File: src/rtl/sgd_pkg.sv
package sgd_pkg;
  localparam int WORD_W = 32;
  localparam logic [31:0] END_MARK = 32'h8000_0000;
  localparam logic [16:0] WINDOW = 17'h1_0000;
  localparam logic [16:0] HALF_WINDOW = 17'h0_8000;

  typedef enum logic [2:0] {
    S_IDLE,
    S_ADDR,
    S_CNT,
    S_MARK,
    S_DRAIN,
    S_DONE
  } sgd_state_e;
endpackage

File: src/rtl/sgd_chunk_calc.sv
module sgd_chunk_calc
  import sgd_pkg::*;
(
  input  logic [15:0] addr_lo_i,
  input  logic [31:0] rem_i,
  input  logic        split_en_i,
  output logic [16:0] chunk_o,
  output logic        pair_o
);
  logic [16:0] room;
  logic [16:0] raw;
  logic        full;

  always_comb begin
    room = WINDOW - {1'b0, addr_lo_i};
    raw  = (rem_i < {15'd0, room}) ? rem_i[16:0] : room;
    full = (raw == WINDOW);
    // a full window in normal mode is emitted as two halves
    pair_o  = full && split_en_i;
    chunk_o = pair_o ? HALF_WINDOW : raw;
  end
endmodule

File: src/rtl/sgd_count_enc.sv
module sgd_count_enc
  import sgd_pkg::*;
(
  input  logic [15:0]       cnt16_i,
  input  logic              alt_i,
  output logic [WORD_W-1:0] word_o
);
  logic [15:0] units_m1;

  always_comb begin
    units_m1 = (cnt16_i >> 2) - 16'd1;
    word_o   = alt_i ? {units_m1, 16'h0000} : {16'h0000, cnt16_i};
  end
endmodule

File: src/rtl/sgd_splitter.sv
module sgd_splitter
  import sgd_pkg::*;
#(
  parameter int MAX_ENTRIES = 256,
  localparam int IW = $clog2(2 * MAX_ENTRIES),
  localparam int CW = $clog2(MAX_ENTRIES + 1)
) (
  input  logic              clk_i,
  input  logic              rst_ni,
  input  logic              alt_count_i,
  input  logic              seg_valid_i,
  output logic              seg_ready_o,
  input  logic [31:0]       seg_addr_i,
  input  logic [31:0]       seg_len_i,
  input  logic              seg_last_i,
  output logic              wr_en_o,
  output logic [IW-1:0]     wr_idx_o,
  output logic [WORD_W-1:0] wr_data_o,
  output logic              done_o,
  output logic              ok_o,
  output logic [CW-1:0]     entries_o
);
  localparam int CW1 = CW + 1;

  sgd_state_e        state_q;
  logic [31:0]       addr_q;
  logic [31:0]       rem_q;
  logic              last_q;
  logic              fail_q;
  logic [CW-1:0]     cnt_q;
  logic [IW-1:0]     mark_idx_q;
  logic [WORD_W-1:0] mark_word_q;

  logic [16:0]       chunk;
  logic              pair;
  logic [WORD_W-1:0] cnt_word;
  logic [IW-1:0]     base_idx;
  logic              no_room;
  logic              accept;

  sgd_chunk_calc u_chunk (
    .addr_lo_i (addr_q[15:0]),
    .rem_i     (rem_q),
    .split_en_i(!alt_count_i),
    .chunk_o   (chunk),
    .pair_o    (pair)
  );

  sgd_count_enc u_enc (
    .cnt16_i(chunk[15:0]),
    .alt_i  (alt_count_i),
    .word_o (cnt_word)
  );

  always_comb begin
    base_idx = IW'(cnt_q) << 1;
    no_room  = ({1'b0, cnt_q} + (pair ? CW1'(2) : CW1'(1))) > CW1'(MAX_ENTRIES);
    seg_ready_o = (state_q == S_IDLE) || (state_q == S_DRAIN);
    accept      = seg_ready_o && seg_valid_i;
    wr_en_o   = 1'b0;
    wr_idx_o  = base_idx;
    wr_data_o = addr_q;
    unique case (state_q)
      S_ADDR: wr_en_o = !no_room;
      S_CNT: begin
        wr_en_o   = 1'b1;
        wr_idx_o  = base_idx | IW'(1);
        wr_data_o = cnt_word;
      end
      S_MARK: begin
        wr_en_o   = 1'b1;
        wr_idx_o  = mark_idx_q;
        wr_data_o = mark_word_q | END_MARK;
      end
      default: ;
    endcase
    done_o    = (state_q == S_DONE);
    ok_o      = done_o && !fail_q;
    entries_o = ok_o ? cnt_q : '0;
  end

  always_ff @(posedge clk_i or negedge rst_ni) begin
    if (!rst_ni) begin
      state_q     <= S_IDLE;
      addr_q      <= '0;
      rem_q       <= '0;
      last_q      <= 1'b0;
      fail_q      <= 1'b0;
      cnt_q       <= '0;
      mark_idx_q  <= '0;
      mark_word_q <= '0;
    end else begin
      unique case (state_q)
        S_IDLE: if (accept) begin
          addr_q <= seg_addr_i;
          rem_q  <= seg_len_i;
          last_q <= seg_last_i;
          if (seg_len_i != '0) begin
            state_q <= S_ADDR;
          end else if (seg_last_i) begin
            if (cnt_q == '0) begin
              fail_q  <= 1'b1;
              state_q <= S_DONE;
            end else begin
              state_q <= alt_count_i ? S_DONE : S_MARK;
            end
          end
        end
        S_ADDR: begin
          if (no_room) begin
            fail_q  <= 1'b1;
            state_q <= last_q ? S_DONE : S_DRAIN;
          end else begin
            state_q <= S_CNT;
          end
        end
        S_CNT: begin
          cnt_q       <= cnt_q + CW'(1);
          mark_idx_q  <= base_idx | IW'(1);
          mark_word_q <= cnt_word;
          addr_q      <= addr_q + 32'(chunk);
          rem_q       <= rem_q - 32'(chunk);
          if (rem_q == 32'(chunk)) begin
            if (last_q) state_q <= alt_count_i ? S_DONE : S_MARK;
            else        state_q <= S_IDLE;
          end else begin
            state_q <= S_ADDR;
          end
        end
        S_MARK:  state_q <= S_DONE;
        S_DRAIN: if (accept && seg_last_i) state_q <= S_DONE;
        S_DONE: begin
          cnt_q   <= '0;
          fail_q  <= 1'b0;
          state_q <= S_IDLE;
        end
        default: state_q <= S_IDLE;
      endcase
    end
  end

  // an emitted chunk stays inside its 64 KB window and within the pending bytes
  a_r1_no_cross: assert property (@(posedge clk_i) disable iff (!rst_ni)
    (state_q == S_CNT) |-> (chunk != '0 && 32'(chunk) <= rem_q &&
                            ({1'b0, addr_q[15:0]} + chunk) <= WINDOW));

  // a normal-mode count word never encodes zero bytes
  a_r3_no_zero_count: assert property (@(posedge clk_i) disable iff (!rst_ni)
    (wr_en_o && wr_idx_o[0] && !alt_count_i) |-> (wr_data_o[15:0] != 16'h0000));

  // the marked rewrite is the last act before completion
  a_r4_mark_then_done: assert property (@(posedge clk_i) disable iff (!rst_ni)
    (wr_en_o && wr_idx_o[0] && wr_data_o[31] && !alt_count_i) |=> done_o);

  // writes stay inside the table
  a_r6_idx_in_table: assert property (@(posedge clk_i) disable iff (!rst_ni)
    wr_en_o |-> (32'(wr_idx_o) < 32'(2 * MAX_ENTRIES)));

  // a failed table reports zero descriptors
  a_r6_fail_zero: assert property (@(posedge clk_i) disable iff (!rst_ni)
    (done_o && !ok_o) |-> (entries_o == '0));

  // completion is a single-cycle pulse
  a_r8_done_pulse: assert property (@(posedge clk_i) disable iff (!rst_ni)
    done_o |=> !done_o);

  // no table write while a segment may be taken
  a_r9_ready_no_write: assert property (@(posedge clk_i) disable iff (!rst_ni)
    seg_ready_o |-> !wr_en_o);
endmodule

File: config.mk
export PLATFORM = sky130hd
export DESIGN_NAME = sgd_splitter
export DESIGN_NICKNAME = d
export VERILOG_FILES = /design/src/rtl/sgd_pkg.sv /design/src/rtl/sgd_chunk_calc.sv /design/src/rtl/sgd_count_enc.sv /design/src/rtl/sgd_splitter.sv
export SDC_FILE = /design/constraint.sdc
export NUM_CORES = 1
export LEC_CHECK = 0
export CAP_MARGIN = 30
export CORE_MARGIN = 10
export CORE_UTILIZATION = 25
export CTS_CLUSTER_DIAMETER = 200
export DETAILED_ROUTE_END_ITERATION = 7
export PLACE_DENSITY = 0.54
export SLEW_MARGIN = 20
export SYNTH_ARGS = -nofsm -noshare
export SYNTH_HDL_FRONTEND = slang
export SYNTH_HIERARCHICAL = 1
export SYNTH_SLANG_ARGS = --single-unit
File: constraint.sdc
create_clock -name clk_i -period 5.6 [get_ports clk_i]
set_clock_uncertainty 0.15 [all_clocks]
set_input_delay 0.56 -clock clk_i [delete_from_list [all_inputs] [get_ports clk_i]]
set_output_delay 0.56 -clock clk_i [all_outputs]
set_load 0.02 [all_outputs]
==> results.md, run 1 <==
* FFs w/ async S/R, synth at 100%
* CTS max path bufs at 2
* Final setup TNS at -17.50 ns
* Post-synthesis sequential area ratio at 29.2%
* DP Area at roughly 13,000 um^2
* Routability cong. at 0.931
* Reg-to-reg critical path startpoint: addr_q[4]
* Die Span Y at 221 um
* N_diodes at 0
* Inserted Clock Buffers at 17
* Reg2reg path depth at 22
* Fin crit share at 112%
* Clock Tree Root: clkbuf_16
* Nets at roughly 1,700
* Normalized max-slew margin at 34.3%
* Count leader, synth: nand2_1
* #FFs+latches synth at 118
* Delay-heaviest family, CP: simple AND/OR/NAND/NOR gates
* Post-synth top area share at 29.2%
* Post-synthesis instance total at 1,292
* Initial Util at 25.4%
* DP Worst Slack at -1.02 ns
* EDFF count, synth at 0
* Commonest register cell after synthesis: dfrtp_1
* Syn Area/Cell at 7.83 um^2
* CTS tree: built
* Synth warnings at 6
* Design Area, Final at 14,900 um^2
* Final WL at 40.5 mm
* R2R Path End: addr_q[27]
* Overflow after GRT at 0
* Routed vias at 10,800
* Startpoint types: flop
* RSZ-0062 raised after global routing: yes
* First-pass GRT wire length at about 63 mm
* CP endpoint kind: primary output
* Peak supply drop at ~0.00032 V
* R2R Setup Slk at -0.42 ns
* Slew Viols, Final at 0
* Drt drc at 0
* Synth area leader: dfrtp_1
* DR iter-0 viols at 849
* Cells along the critical path: nor4_4 -> nand2_2 -> or4b_4 -> or3_4 -> ha_4 -> nor4_2 -> nand4_1 -> a311o_1 -> o32a_4 -> mux2_4 -> inv_4 -> ha_4 -> or4b_4 -> nor4_4 -> xor2_1 -> and2_1 -> mux2i_1 -> o21ai_2 -> buf_6
* I/O Pins at 123
* Cell total after placement at 2,050
* Mapped Nets at 1,420
* Largest net degree at the start of global routing at 66
* Power density cells at approximately 720 nW/um^2
* Area Growth Syn to Fin at 47.1%
* Most instantiated cells after synthesis: nand2_1, dfrtp_1, nor2_1, o21ai_0, a21oi_1
* Hold WS at 0.299 ns
* Final Non-Filler Cells at 2,123
* Post-DP HPWL at 29.8 mm
* Core footprint at 39,800 um^2
* Max-cap violation count at 0
* Reg clk slew, reported paths at 0.06 ns
* Worst-Margin Slew at roughly 1 ns
* Worst-Skew Late Latency at around 0.44 ns
* Slowest stage delay, CP at 0.56 ns
* Crit path buf inv count at 2
* Die Footprint at ~50,000 um^2
* GR Util All Layers at 16.0%
* # clock sinks at 118
* Critical path class: reg -> out
* IO buf count at ~120
* HP Class: reg -> reg
* H-tree depth at 4
* CP required at around 4.9 ns
* Layout cells sized above 1 at approximately 28%
* DIE WIDTH at 221 um
* CP max stage cell: or4b_4
* Vias in the first global route at 10,600
* Min cycle time layout at 6.30 ns
* Worst Setup SP: addr_q[4]
* Unique cell type count in the Yosys netlist at 87
* DRT antenna net count at 0
* HP Start: mark_idx_q[0]
* Status: finished, violations left
* CP max FO at 6
* Synthesized area at slightly above 10,000 um^2
* Finish-stage setup viols at 58
* Fill cells at between 4,000 and 5,000
* Max Freq at ~160 MHz
* Drt wl/cell at 19.1 um
* Lkg Pwr at roughly 0.0064 uW
* Final hold violation count at 0
* Initial antenna violation count at 1
* DR vias/cell at 5.10
* Hold Path End: mark_idx_q[0]
* Final worst slack at -0.699 ns
* Drt first pass iters at 5
* FP Rows at 73
* Top cells by area, synth: dfrtp_1, nand2_1, ha_1, mux2i_1, o21ai_0
* Worst path arrival time at 5.59 ns
* Failing checks: setup timing
* Hold path depth at 2
## state kept, by name, summed over array words and instances, names as in the netlist
register and cells:
last_q 1, mark_word_q 31, fail_q 1, cnt_q 9
addr_q 32, rem_q 32, mark_idx_q 9, state_q 3
## kinds of logic (layout without fill, tap and decap cells)
logic type      Yosys count  after routing  synth area share [%]
compound gates          298            299                  19.4
xor+xnor                 45             45                  3.90
fa+ha+maj                59             59                  7.52
buf+inv                 125            430                  4.95
flops                   118            118                  29.2
mux                      64             64                  6.55
simple gates            583            583                  28.5
## report_power, final
part / total [uW] / switching [uW] / internal [uW]
logic: 8120 / 4230 / 3900
registers: 1390 / 265 / 1130
clock network: 1230 / 462 / 767
## area by class of cell
| cell class | count | area, um^2 | share of cell area (%) |
|---|---|---|---|
| repair buffers | 344 | 2950 | 19.8 |
| well taps | 525 | 657 | 4.42 |
| inverters | 54 | 208 | 1.40 |
| multi-input cells | 1050 | 7470 | 50.2 |
| flip-flops and latches | 118 | 2960 | 19.9 |
| clock buffers | 20 | 457 | 3.07 |
| clock inverters | 12 | 176 | 1.19 |
## worst min-delay path, stage by stage, from the launching register on
cell and delay (ns):
dfrtp_1 0.32, inv_1 0.05, nand2_1 0.05
## worst max-delay path by stage
stage / endpoint / depth (start not counted)
6_report: wr_data_o[28] / 19
5_1_grt: wr_data_o[29] / 19
4_1_cts: wr_data_o[28] / 19
3_5_place_dp: wr_data_o[25] / 19
3_3_place_gp: wr_data_o[25] / 19
2_1_floorplan: wr_data_o[29] / 18
## placed cells by master (no fill, tap or decap), types with 11 or more instances in the layout
cell type	Yosys	final
nor3_1	30	22
a211oi_1	19	12
nor4_1	26	21
buf_4	5	220
a21o_1	12	12
o21ai_1	5	22
and3_1	22	22
mux2i_1	47	42
nor2_1	86	81
o21a_1	13	11
nand2b_1	14	11
a31oi_1	22	21
nor2b_1	23	22
dfrtp_1	118	116
ha_4	0	12
mux2_2	16	11
inv_1	54	51
clkbuf_16	0	17
a21oi_1	58	40
xor2_1	27	26
nand4_1	17	17
nand2_1	267	262
ha_1	56	42
and2_1	18	16
nand3_1	27	26
buf_6	0	16
a21oi_2	2	15
o21ai_0	84	54
clkdlybuf4s50_1	0	91
o21ai_2	1	12
xnor2_1	18	17
## layer usage
layer  track usage, %  routed length [um]
met1             21.2               18600
met2             25.6               19100
met3             3.31                2080
met4             4.40                 652
met5                0                   0
## metrics by stage
stage	total power, uW	utilization [%]
after detailed placement	8080	33.1
after global placement	8020	33.1
after floorplan	5270	-
after global routing	11500	37.3
final	10700	37.3
after CTS	10100	36.2
## what timing repair did
action,4_1_cts,5_1_grt
resized for setup,215,96
endpoints found under the hold margin,0,19
cloned,1,0
setup buffers,27,12
setup endpoints to repair,87,87
hold buffers,0,1
pin swaps,40,32
(Power assumes the default switching activity.)
==> inputs of run 2 (changes only) <==
- SKIP_CTS_REPAIR_TIMING: default -> 1
==> run 2 against run 1 <==
  * The flow still finishes with violations (setup timing)
  * Core utilization rose by 1.0 points
  * Count of clock-buffer cells in the layout unchanged
  * Sequential share of layout area down 0.53 points
  * Sequential cell count did not move
  * Critical endpoint is now wr_data_o[25]
==> results.md, run 2 (synthesis results as in run 1) <==
* Status: finished, violations left
* Failing checks: setup timing
* CTS max path bufs at 2 (unchanged)
* DP Worst Slack at -1.02 ns (unchanged)
* # clock sinks at 118 (unchanged)
* CP Capture Point: wr_data_o[25]
* Worst-Skew Late Latency at 0.44 ns (about the same)
* Routability cong. at 0.931 (unchanged)
* Drt drc at 0 (unchanged)
* Normalized max-slew margin at 29.7% (-4.6 points)
* Worst-Margin Slew at 1.05 ns (+0.0684 ns)
* Vias in the first global route at 10,400 (-2.1%)
* DR vias/cell at 5.10 (about the same)
* Initial antenna violation count at 0 (-1)
* Overflow after GRT at 0 (unchanged)
* Reg-to-reg critical path startpoint: addr_q[4]
* Lkg Pwr at 0.00658 uW (+2.5%)
* DRT antenna net count at 0 (unchanged)
* Die Footprint at 48,900 um^2 (unchanged)
* Drt wl/cell at 19.1 um (+0.25%)
* Largest regs: addr_q (32), rem_q (32), mark_word_q (31)
* Drt first pass iters at 5 (unchanged)
* CP max FO at 5 (-1)
* Final hold violation count at 0 (unchanged)
* Routed vias at 10,900 (+0.15%)
* Max Freq at 156 MHz (-1.8%)
* Power density cells at 743 nW/um^2 (+2.9%)
* Initial Util at 25.4% (unchanged)
* Most frequent cells in the layout: nand2_1, buf_4, dfrtp_1, clkdlybuf4s50_1, nor2_1
* DIE WIDTH at 221 um (unchanged)
* R2R Path End: addr_q[19]
* CP endpoint kind: primary output
* CTS tree: built
* CP required at 4.89 ns (about the same)
* Min cycle time layout at 6.42 ns (+0.116 ns)
* Reg clk slew, reported paths at 0.06 ns (about the same)
* Core footprint at 39,800 um^2 (unchanged)
* Commonest non-fill, non-tap cell in the layout: nand2_1
* I/O Pins at 123 (unchanged)
* Final WL at 40.7 mm (+0.49%)
* Finish-stage setup viols at 67 (+16%)
* N_diodes at 0 (unchanged)
* Nets at 1,718 (+0.29%)
* First-pass GRT wire length at 61.5 mm (-2.1%)
* Largest net degree at the start of global routing at 66 (unchanged)
* Final worst slack at -0.816 ns (-0.116 ns)
* Reg2reg path depth at 23 (+4.5%)
* RSZ-0062 raised after global routing: yes
* DR iter-0 viols at 738 (-13%)
* H-tree depth at 4 (unchanged)
* GR Util All Layers at 15.6% (-0.36 points)
* IO buf count at 122 (unchanged)
* R2R Setup Slk at -0.52 ns (-0.10 ns)
* Area Growth Syn to Fin at 51.1%
* Clock Tree Root: clkbuf_16
* Die Span Y at 221 um (unchanged)
* Max-cap violation count at 0 (unchanged)
* Worst path arrival time at 5.71 ns (+0.12 ns)
* Fin crit share at 115% (+2.1 points)
* FP Rows at 73 (unchanged)
* Critical path class: reg -> out
* Slew Viols, Final at 0 (unchanged)
* Startpoint types: flop
* Layout cells sized above 1 at 31.6% (+3.5 points)
* Peak supply drop at 0.000368 V (+15%)
* Post-DP HPWL at 29.8 mm (unchanged)
* Finished Core Util at 38.4% (+1.0 points)
* Inserted Clock Buffers at 17 (unchanged)
* HP Class: reg -> reg
* Worst Setup SP: addr_q[4]
run 2: routing by layer:
metal | GRT usage, % | share of wire, % | up-vias
met2 | 25.4 | 48 | 285
met4 | 3.65 | 1.6 | 0
met3 | 3.14 | 5.2 | 51
li1 | - | - | 5203
met1 | 20.7 | 46 | 5312
met5 | 0 | 0 | -
run 2: cell type report:
class | count | area, um^2
sequential | 118 | 2960
inverter | 54 | 210
timing repair buffer | 349 | 3060
clock inverter | 12 | 176
tap | 525 | 657
fill | 4078 | 24500
clock buffer | 20 | 457
multi-input combinational | 1050 | 7760
run 2: worst min-delay path by stage:
stage / from / endpoint / slack [ns] / cells after the start
final: mark_idx_q[0] / mark_idx_q[0] / 0.30 / 2
after global routing: mark_idx_q[0] / mark_idx_q[0] / 0.33 / 2
after CTS: rst_ni / rem_q[24] / 0.13 / 1
after detailed placement: mark_idx_q[0] / mark_idx_q[0] / 0.29 / 2
after global placement: mark_idx_q[0] / mark_idx_q[0] / 0.28 / 2
after floorplan: rst_ni / addr_q[0] / 0.11 / 0
run 2: worst max-delay path: stages (launching register included):
cell	delay, ns
dfrtp_1	0.40
nor4_4	0.36
nand2_2	0.08
or4b_4	0.58
or3_4	0.39
ha_4	0.18
nor4_4	0.13
nand4_1	0.20
a311o_1	0.42
o32a_4	0.41
mux2_4	0.35
or4_4	0.54
buf_12	0.17
nor4_4	0.22
xor2_1	0.16
and2_1	0.18
mux2i_1	0.11
o21ai_2	0.22
buf_6	0.16
run 2: stage by stage:
| stage | hold slack [ns] | std cells | power, uW | setup TNS (ns) | instance area, um^2 |
|---|---|---|---|---|---|
| 2_1_floorplan | 0.114 | 1292 | 5270 | -0.0328 | 10200 |
| 3_3_place_gp | 0.276 | 2050 | 8020 | -24.56 | 13200 |
| 3_5_place_dp | 0.288 | 2050 | 8080 | -39.52 | 13200 |
| 4_1_cts | 0.133 | 2082 | 9350 | -55.63 | 13800 |
| 5_1_grt | 0.330 | 2128 | 12100 | -36.99 | 15300 |
| 6_report | 0.298 | 2128 | 11400 | -21.60 | 15300 |
run 2: where the power goes:
part	internal, uW	switching, uW	leakage [uW]
clock	767	462	0.000294
combinational	4290	4430	0.00483
sequential	1130	274	0.00146
total	6190	5170	0.00658
==> inputs of run 3 (changes only) <==
- CORE_MARGIN: 10 -> 2
==> run 3 against run 2 <==
  * The flow still finishes with violations (setup timing)
  * Fmax is 0.47% lower
  * Non-clock buffer count is 27 lower
  * Power is 11% lower
  * Register-to-register slack better by 0.07 ns
  * Sequential cell count stayed put
  * Final cell count is 1.3% lower
  * Critical endpoint is now wr_data_o[22]
  * Global-route usage is 2.7 points higher
  * Final area is 5.0% lower
  * Routed wire length is 4.6% lower
  * Count of clock-buffer cells in the layout is 1 lower
  * Critical path type unchanged
  * Via count is 2.4% lower
==> results.md, run 3 (synthesis results as in run 1) <==
* Reg clk slew, reported paths at 0.06 ns (about the same)
* Vias in the first global route at 10,500 (+0.98%)
* CP endpoint kind: primary output
* Reg-to-reg critical path startpoint: addr_q[4]
* Register Area at 2960 um^2 (unchanged)
* Routed vias at 10,600 (-2.4%)
* CP required at 4.89 ns (about the same)
* RSZ-0062 raised after global routing: yes
* Final Non-Filler Cells at 2,100 (-1.3%)
* Clock Tree Root: clkbuf_16
* N_diodes at 0 (unchanged)
* DIE WIDTH at 205 um (-7.2%)
* Hold path depth at 2 (unchanged)
* Commonest non-fill, non-tap cell in the layout: nand2_1
* Most frequent cells in the layout: nand2_1, buf_4, dfrtp_1, clkdlybuf4s50_1, nor2_1
* Final WL at 38.8 mm (-4.6%)
* Worst Setup SP: addr_q[4]
* Part of the power in the clock network at 11.5% (+0.7 points)
* Fill cells at 4,154 (+1.9%)
* Die Span Y at 205 um (-7.2%)
* DR iter-0 viols at 662 (-10%)
* Routability cong. at 0.877 (-5.9%)
* IO buf count at 122 (unchanged)
* H-tree depth at 4 (unchanged)
* Finish-stage setup viols at 62 (-7.5%)
* Hold WS at 0.304 ns (+0.00531 ns)
* I/O Pins at 123 (unchanged)
* Max Freq at 155 MHz (-0.47%)
* CTS max path bufs at 2 (unchanged)
* Core footprint at 39,800 um^2 (unchanged)
* Reg2reg path depth at 21 (-8.7%)
* Power density cells at 699 nW/um^2 (-6.0%)
* Normalized max-slew margin at 34.4% (+4.7 points)
* Drt wl/cell at 18.5 um (-3.3%)
* Min cycle time layout at 6.45 ns (+0.0300 ns)
* Nets at 1,690 (-1.6%)
* DRT antenna net count at 0 (unchanged)
* Drt drc at 0 (unchanged)
* Post-DP HPWL at 28.7 mm (-3.8%)
* Fin crit share at 115% (+0.54 points)
* GR Util All Layers at 18.4% (+2.7 points)
* # clock sinks at 118 (unchanged)
* Switching Power at 4720 uW (-8.6%)
* Die Footprint at 42,100 um^2 (-14%)
* Peak supply drop at 0.000377 V (+2.4%)
* Area of the multi-input gates at 7320 um^2 (-5.7%)
* DP Worst Slack at -0.785 ns (+0.231 ns)
* Initial Util at 25.4% (unchanged)
* CP max FO at 7 (+2)
* Final hold violation count at 0 (unchanged)
* Status: finished, violations left
* Inserted Clock Buffers at 17 (unchanged)
* Cell total after placement at 2,038 (-0.59%)
* Worst-Skew Late Latency at 0.45 ns (about the same)
* Comb pwr share at 74.6% (-2.2 points)
* CTS tree: built
* DR vias/cell at 5.04 (-1.1%)
* Largest net degree at the start of global routing at 79 (+20%)
* Slew Viols, Final at 0 (unchanged)
* Worst path arrival time at 5.74 ns (+0.03 ns)
* FP Rows at 73 (unchanged)
* Largest regs: addr_q (32), rem_q (32), mark_word_q (31)
* First-pass GRT wire length at 59.8 mm (-2.8%)
* Critical path class: reg -> out
* Max-cap violation count at 0 (unchanged)
* Lkg Pwr at 0.00630 uW (-4.3%)
* Failing checks: setup timing
* Internal cell power at 5420 uW (-12%)
* Overflow after GRT at 0 (unchanged)
* HP Class: reg -> reg
* Area Growth Syn to Fin at 43.5%
* Initial antenna violation count at 1 (+1)
* Flop pwr share at 14.0% (+1.6 points)
* Drt first pass iters at 6 (+1)
* Worst-Margin Slew at 0.983 ns (-0.0711 ns)
* Startpoint types: flop
* Final worst slack at -0.846 ns (-0.0300 ns)
* HP Start: mark_idx_q[0]
* Switching share of power at 46.5% (+1.0 points)
* Layout cells sized above 1 at 26.4% (-5.2 points)
==> run 3: changes by cell type in the layout (fill, tap and decap cells not counted), sizes merged <==
cell / delta
buf: -38
bufinv: -2
clkbuf: +7
clkdlybuf4s50: +3
clkinv: +3
clkinvlp: -3
inv: +3
o32a: -1
==> run 3: through the flow <==
stage / area [um^2] / utilization, % / TNS [ns] / total power (uW)
finish: 14500 / 36.4 / -21.21 / 10100
global route: 14500 / 36.4 / -37.12 / 10900
CTS: 13700 / 34.4 / -33.33 / 9190
detailed placement: 13100 / 32.9 / -19.05 / 7990
global placement: 13100 / 32.9 / -11.86 / 7930
floorplan: 10200 / - / -0.0328 / 5270
==> run 3: per-layer routing <==
layer	GRT usage [%]	part of all wire [%]	vias up
met4	4.47	1.8	0
met5	0	0	-
met2	30.4	47	279
li1	-	-	5145
met3	2.82	4.6	45
met1	24.9	46	5117
==> run 3: power groups by stage <==
stage               clock (uW)  sequential, uW  combinational [uW]
global placement             0            1410                6510
global route              1220            1450                8220
floorplan                    0            1350                3930
finish                    1160            1410                7560
CTS                       1180            1400                6610
detailed placement           0            1420                6570
==> run 3: area by class of cell <==
| class | instances | share of cell area (%) |
|---|---|---|
| Inverter | 54 | 1.41 |
| Timing Repair Buffer | 322 | 19.2 |
| Clock inverter | 13 | 1.01 |
| Tap cell | 525 | 4.53 |
| Sequential cell | 118 | 20.4 |
| Clock buffer | 19 | 3.12 |
| Multi-Input combinational cell | 1049 | 50.4 |
==> run 3: critical path, cell delays in order, from the launching register on <==
cell and delay [ns]:
dfrtp_1 0.41, nor4_4 0.34, nand2_2 0.08, or4b_4 0.54, or3_4 0.36, ha_2 0.18
nor4_1 0.23, nand4_1 0.19, a311o_1 0.32, o32a_4 0.39, buf_12 0.15, mux2_4 0.33
inv_4 0.07, ha_4 0.11, or4b_4 0.54, or3_4 0.36, a21boi_2 0.17, mux2i_1 0.10
o21ai_2 0.24, buf_6 0.16
==> run 3: path summary, 6_finish.rpt <==
kind                                        end  slack (ns)
min in group asynchronous             rem_q[24]        0.43
worst max-delay path              wr_data_o[22]       -0.85
worst min register to register    mark_idx_q[0]        0.30
max in group asynchronous       mark_word_q[13]        3.75
worst max register to register        rem_q[31]       -0.45
worst min-delay path              mark_idx_q[0]        0.30
